$ cat src/rtl/errirq_pkg.sv
package errirq_pkg;
    localparam int NCH    = 16;
    localparam int NCLS   = 4;
    localparam int ADDR_W = 6;
    localparam int BYTE_W = 8;

    // class indices; order matches control and status bit order
    localparam int C_LINK = 0;
    localparam int C_THR  = 1;
    localparam int C_DRU  = 2;
    localparam int C_CELL = 3;

    localparam logic [4:0] A_STATUS = 5'h00;
    localparam logic [4:0] A_CTRL   = 5'h01;
    localparam logic [4:0] A_CELL   = 5'h04;
    localparam logic [4:0] A_DRU    = 5'h06;
    localparam logic [4:0] A_THR    = 5'h08;
    localparam logic [4:0] A_LINK   = 5'h0A;

    typedef logic [NCLS-1:0][NCH-1:0] cls_vec_t;
endpackage

$ cat src/rtl/errirq_lane.sv
module errirq_lane
    import errirq_pkg::*;
#(
    parameter int CNT_W = 3
) (
    input  logic            clk,
    input  logic            rst_n,
    input  logic            link_ev,
    input  logic            cell_ev,
    input  logic            dru_ev,
    input  logic            relink,
    input  logic [NCLS-1:0] clr,
    output logic [NCLS-1:0] err
);
    typedef struct packed {
        logic [NCLS-1:0]  err;
        logic [CNT_W-1:0] cnt;
    } lane_t;

    lane_t st_d, st_q;

    always_comb begin
        logic [NCLS-1:0] set_v;
        st_d          = st_q;
        set_v         = '0;
        set_v[C_LINK] = link_ev;
        set_v[C_DRU]  = dru_ev;
        set_v[C_CELL] = cell_ev;
        if (link_ev) begin
            st_d.cnt     = st_q.cnt + 1'b1;
            set_v[C_THR] = (st_q.cnt == '1);
        end
        // set after clear: an event is never lost to a read
        st_d.err = (st_q.err & ~clr) | set_v;
        if (relink) begin
            st_d = '0;
        end
    end

    always_ff @(posedge clk) begin
        if (!rst_n) st_q <= '0;
        else        st_q <= st_d;
    end

    assign err = st_q.err;
endmodule

$ cat src/rtl/errirq_port.sv
module errirq_port
    import errirq_pkg::*;
(
    input  logic              clk,
    input  logic              rst_n,
    input  logic [ADDR_W-1:0] addr,
    input  logic              wr,
    input  logic              rd,
    input  logic [BYTE_W-1:0] wdata,
    input  cls_vec_t          err_cls,
    output cls_vec_t          clr_cls,
    output logic [BYTE_W-1:0] ctrl,
    output logic [BYTE_W-1:0] rdata
);
    localparam int HALVES = NCH / BYTE_W;

    typedef struct packed {
        logic [BYTE_W-1:0] ctrl;
        logic [BYTE_W-1:0] rdata;
    } port_t;

    port_t st_d, st_q;
    logic [4:0] a5;
    logic [BYTE_W-1:0] sel;

    assign a5 = addr[4:0];

    always_comb begin
        logic [4:0] base;
        st_d    = st_q;
        clr_cls = '0;
        sel     = '0;
        if (a5 == A_STATUS) begin
            for (int c = 0; c < NCLS; c++) sel[c] = |err_cls[c];
        end else if (a5 == A_CTRL) begin
            sel = st_q.ctrl;
        end
        for (int c = 0; c < NCLS; c++) begin
            unique case (c)
                C_CELL:  base = A_CELL;
                C_DRU:   base = A_DRU;
                C_THR:   base = A_THR;
                default: base = A_LINK;
            endcase
            for (int h = 0; h < HALVES; h++) begin
                if (a5 == base + 5'(h)) begin
                    sel = err_cls[c][h*BYTE_W +: BYTE_W];
                    if (rd) clr_cls[c][h*BYTE_W +: BYTE_W] = '1;
                end
            end
        end
        if (rd) st_d.rdata = sel;
        if (wr && a5 == A_CTRL) st_d.ctrl = wdata;
    end

    always_ff @(posedge clk) begin
        if (!rst_n) st_q <= '0;
        else        st_q <= st_d;
    end

    assign ctrl  = st_q.ctrl;
    assign rdata = st_q.rdata;
endmodule

$ cat src/rtl/errirq_unit.sv
module errirq_unit
    import errirq_pkg::*;
#(
    parameter int CNT_W = 3
) (
    input  logic              clk,
    input  logic              rst_n,
    input  logic [NCH-1:0]    rx_idle,
    input  logic [NCH-1:0]    rx_bad,
    input  logic [2*NCH-1:0]  rx_bflag,
    input  logic [NCH-1:0]    cell_last,
    input  logic [NCH-1:0]    dru_oor,
    input  logic [NCH-1:0]    relink,
    input  logic [NCH-1:0]    out_en,
    input  logic [ADDR_W-1:0] cpu_addr,
    input  logic              cpu_wr,
    input  logic              cpu_rd,
    input  logic [BYTE_W-1:0] cpu_wdata,
    output logic [BYTE_W-1:0] cpu_rdata,
    output logic              irq_n,
    output logic [NCH-1:0]    resync_req
);
    logic [NCH-1:0]    link_ev, cell_ev;
    logic [NCLS-1:0]   lane_err [NCH];
    cls_vec_t          err_cls, clr_cls;
    logic [BYTE_W-1:0] ctrl_q;

    errirq_port u_port (
        .clk    (clk),
        .rst_n  (rst_n),
        .addr   (cpu_addr),
        .wr     (cpu_wr),
        .rd     (cpu_rd),
        .wdata  (cpu_wdata),
        .err_cls(err_cls),
        .clr_cls(clr_cls),
        .ctrl   (ctrl_q),
        .rdata  (cpu_rdata)
    );

    for (genvar ch = 0; ch < NCH; ch++) begin : g_lane
        assign link_ev[ch] = rx_idle[ch] & rx_bad[ch];
        assign cell_ev[ch] = rx_idle[ch] & cell_last[ch] & ~&rx_bflag[2*ch +: 2];

        errirq_lane #(.CNT_W(CNT_W)) u_lane (
            .clk    (clk),
            .rst_n  (rst_n),
            .link_ev(link_ev[ch]),
            .cell_ev(cell_ev[ch]),
            .dru_ev (dru_oor[ch]),
            .relink (relink[ch]),
            .clr    ({clr_cls[3][ch], clr_cls[2][ch], clr_cls[1][ch], clr_cls[0][ch]}),
            .err    (lane_err[ch])
        );
    end

    always_comb begin
        logic any_irq;
        any_irq = 1'b0;
        for (int ch = 0; ch < NCH; ch++) begin
            for (int c = 0; c < NCLS; c++) err_cls[c][ch] = lane_err[ch][c];
            resync_req[ch] = |(lane_err[ch] & ctrl_q[2*NCLS-1:NCLS]);
        end
        for (int c = 0; c < NCLS; c++) begin
            any_irq = any_irq | (ctrl_q[c] & |(err_cls[c] & out_en));
        end
        irq_n = ~any_irq;
    end
endmodule

$ cat config.mk
export PLATFORM = sky130hd
export DESIGN_NAME = errirq_unit
export DESIGN_NICKNAME = d
export VERILOG_FILES = /design/src/rtl/errirq_pkg.sv /design/src/rtl/errirq_lane.sv /design/src/rtl/errirq_port.sv /design/src/rtl/errirq_unit.sv
export SDC_FILE = /design/constraint.sdc
export NUM_CORES = 1
export LEC_CHECK = 0
export BUFFER_PORTS_ARGS = -buffer_cell sky130_fd_sc_hd__buf_2
export CAP_MARGIN = 20
export CORE_UTILIZATION = 55
export CTS_CLUSTER_SIZE = 24
export DETAILED_ROUTE_END_ITERATION = 6
export PLACE_DENSITY_LB_ADDON = 0.05
export SKIP_CTS_REPAIR_TIMING = 1
export SLEW_MARGIN = 10
export SYNTH_ARGS = -nofsm -noshare
export SYNTH_HDL_FRONTEND = slang
export SYNTH_HIERARCHICAL = 1
export SYNTH_SLANG_ARGS = --single-unit
$ cat constraint.sdc
create_clock -name clk -period 2.5 [get_ports clk]
set_input_delay 0.5 -clock clk [delete_from_list [all_inputs] [get_ports clk]]
set_output_delay 0.5 -clock clk [all_outputs]
set_load 0.02 [all_outputs]
==> metrics.md <==
| Metric | Value |
|---|---|
| Die width | between 100 and 150 um |
| Max Cap Viol | 0 |
| Net count reported at finish | 1,232 |
| Setup violations, final | 1 |
| EDFF count, synth | 0 |
| Largest net degree at the start of global routing | 22 |
| Area growth, synth to finish | 12.91% |
| Core Rows | 44 |
| Synthesized instance count | about 960 |
| HPWL Detailed | 19,180 um |
| Async SR Flop Fraction | 0% |
| Worst-Skew Late Latency | around 0.42 ns |
| Wire length per cell | ~20 um |
| Cell Area, Placed | 0.008574 mm^2 |
| CP Class | reg -> out |
| Cells along the critical path | a22o_1, a221oi_2, nand4_1, a22o_1, a221oi_2, buf_4 |
| DR vias/cell | between 5 and 6 |
| Initial antenna violation count | 0 |
| Fraction of layout cells with a size suffix above 1 | around 30% |
| Core ar. | 0.01453 mm^2 |
| Die area | around 0.015 mm^2 |
| DR vias | around 7,300 |
| # IOs | 171 |
| Slew @ Worst Pin | roughly 0.61 ns |
| Starting density of the core | between 50% and 60% |
| Core Util, Final | between 60% and 70% |
| Slowest Stage Delay on Critical Path | ~0.35 ns |
| Pre-antenna DRT Iters | 5 |
| Fillers | 1,316 |
| Min Tclk post-route | 2.528 ns |
| Worst hold margin | 0.3102 ns |
| Most common cell after layout, fill and taps aside | buf_2 |
| Clock buffer count from CTS | 17 |
| Wirelength, routed | ~25,000 um |
| Leading area contributor after synthesis | dfxtp_1 |
| Synth Flop Type | dfxtp_1 |
| Syn Area/Cell | about 8.6 um^2 |
| Clk_skew | 0.009436 ns |
| Buf/Inv on CP | 1 |
| CTS tree | yes |
| Synth Register Bits | 128 |
| Post-synth top area share | between 30% and 40% |
| Final setup TNS | -0.02763 ns |
| VDD IR max | about 0.5 mV |
| Slew headroom | 59.61% |
| Sequential share of the synthesized area | 31.22% |
| Post-Place Cells | 1,215 |
| Layout Cells excl Fill | about 1,300 |
| FF-to-FF setup slack | 0.92 ns |
| Top cells by area, synth | dfxtp_1 (31%), buf_4 (11%), a21oi_1 (6.2%) |
| CTS sink cnt | around 130 |
| CP required | around 2 ns |
| Syn_nets | 1,133 |
| Worst setup margin | -0.02763 ns |
| Synth cell types | between 50 and 60 |
| Post-Syn Area | approximately 0.0082 mm^2 |
| Setup WS pre-CTS | 0.05287 ns |
| RePlAce Congestion | between 1 and 1.5 |
| Congestion Overflow GR | 0 |
| Worst EP arrival | roughly 2.0 ns |
| Static Leak | between 4 and 5 nW |
| Htree depth | 4 |
| Antenna diodes | 0 |
| Final period util | 101.1% |
| HP Class | in -> reg |
| RSZ-0062 raised after global routing | true |
| Crit Path Max Fanout | 2 |
| ANT nets after route | 0 |
| Clk slew on worst S/H paths | approximately 0.05 ns |
| Synth warn | 6 |
| Commonest cells after routing, fill and taps aside | buf_2 (168), dfxtp_1 (118), a21oi_1 (101) |
| First-pass GRT wire length | approximately 37,000 um |
| Startpoint Class | register |
| Peak Freq | between 0.3 and 0.4 GHz |
| Slowest cell on crit path | dfxtp_2 |
| Number of global-route vias before repair | approximately 6,600 |
| DR iter-0 viols | 630 |
| Failing checks | negative setup slack |
| Pwr Density | 569.7 mW/mm^2 |
| CP Capture Type | primary output |
| Overall Power | around 5.3 mW |
| PortBufs | 169 |
| Residual DRC count | 0 |
| Pins Over Slew Limit | 0 |
| Total Routing Usage GR | approximately a third |
| Status | complete, but fails checks |
| Top Family by Delay on Critical Path | compound AO/OA/AOI/OAI gates |
| Die Ht | approximately 120 um |
| Final number of hold-violating endpoints | 0 |
| Post-route cell area | 0.009266 mm^2 |
| Max Buffers Root-to-Sink | 2 |
| CTS Root Cell | clkbuf_16 |
==> flip-flops by register name, summed over array words and instances (netlist names) <==
name / count
g_lane.u_lane/st_q: 48
u_port/ctrl: 8
g_lane.u_lane/err: 64
u_port/rdata: 8
==> routing by layer <==
metal / GRT usage [%] / part of all wire [%] / up-vias
met1: 41.70 / 41 / 3333
met3: 9.524 / 9.5 / 101
met5: 0 / 0 / -
li1: - / - / 3407
met4: 20.31 / 5.3 / 0
met2: 50.97 / 44 / 425
==> kinds of logic (layout without fill, tap and decap cells) <==
group                    count (synthesis)  count (layout)  synth area share (%)
adder cells (fa/ha/maj)                 32              32                 4.879
buffers and inverters                  215             327                 17.27
flip-flops                             128             128                 31.22
AO/OA/AOI/OAI                          223             223                 18.07
XOR/XNOR                                16              16                 1.708
AND/OR/NAND/NOR                        289             289                 20.34
multiplexers                            52              52                 6.510
==> worst min-delay path, stage by stage <==
cell and delay, ns:
buf_2 0.09, inv_1 0.04, a21oi_1 0.05
==> path summary, 6_finish.rpt <==
path                                                  to                startpoint  cells after the start
worst min register to register  g_lane[4].u_lane/st_q[1]  g_lane[4].u_lane/st_q[1]                      2
worst max-delay path                               irq_n  g_lane[12].u_lane/err[1]                      6
worst min-delay path            g_lane[13].u_lane/err[2]               dru_oor[13]                      3
worst max register to register           u_port/rdata[2]  g_lane[10].u_lane/err[2]                      7
==> area by class of cell <==
type	count	area [um^2]	area share (%)
flip-flops and latches	128	2585	27.90
multi-input cells	612	4258	45.95
inverters	55	206.4	2.228
repair buffers	240	1381	14.91
well taps	184	230.2	2.484
clock inverters	7	100.1	1.080
clock buffers	25	505.5	5.455
==> Yosys cell counts, types with 3 or more instances <==
cell       number
o221a_2         3
nand2b_1       65
a21oi_1       101
and2_1         19
buf_4         121
nand3_1         5
ha_1           32
nand2b_4       16
and4_1          4
nand2_1        64
nand4_1         5
a21bo_2         4
dfxtp_1       128
a32oi_1         3
a221oi_2        5
o21ai_0        17
nor3_1          5
a22oi_1        36
nor2b_1        13
o2111ai_1       3
o22ai_1         8
a221oi_1       12
clkbuf_1       14
xnor2_1        16
nor4_1         16
buf_2           5
a22o_1         18
nor2_1         61
inv_1          55
a211oi_1        4
mux2i_1        50
buf_6          20
==> power breakdown <==
part	internal [mW]	total (mW)	switching [mW]	leakage, nW
clock network	1.61	2.52	0.915	0.298
registers	2.08	2.14	0.0553	1.04
logic	0.290	0.619	0.329	2.88
total	3.98	5.28	1.30	4.22
Power figures use the tool's default switching activity.
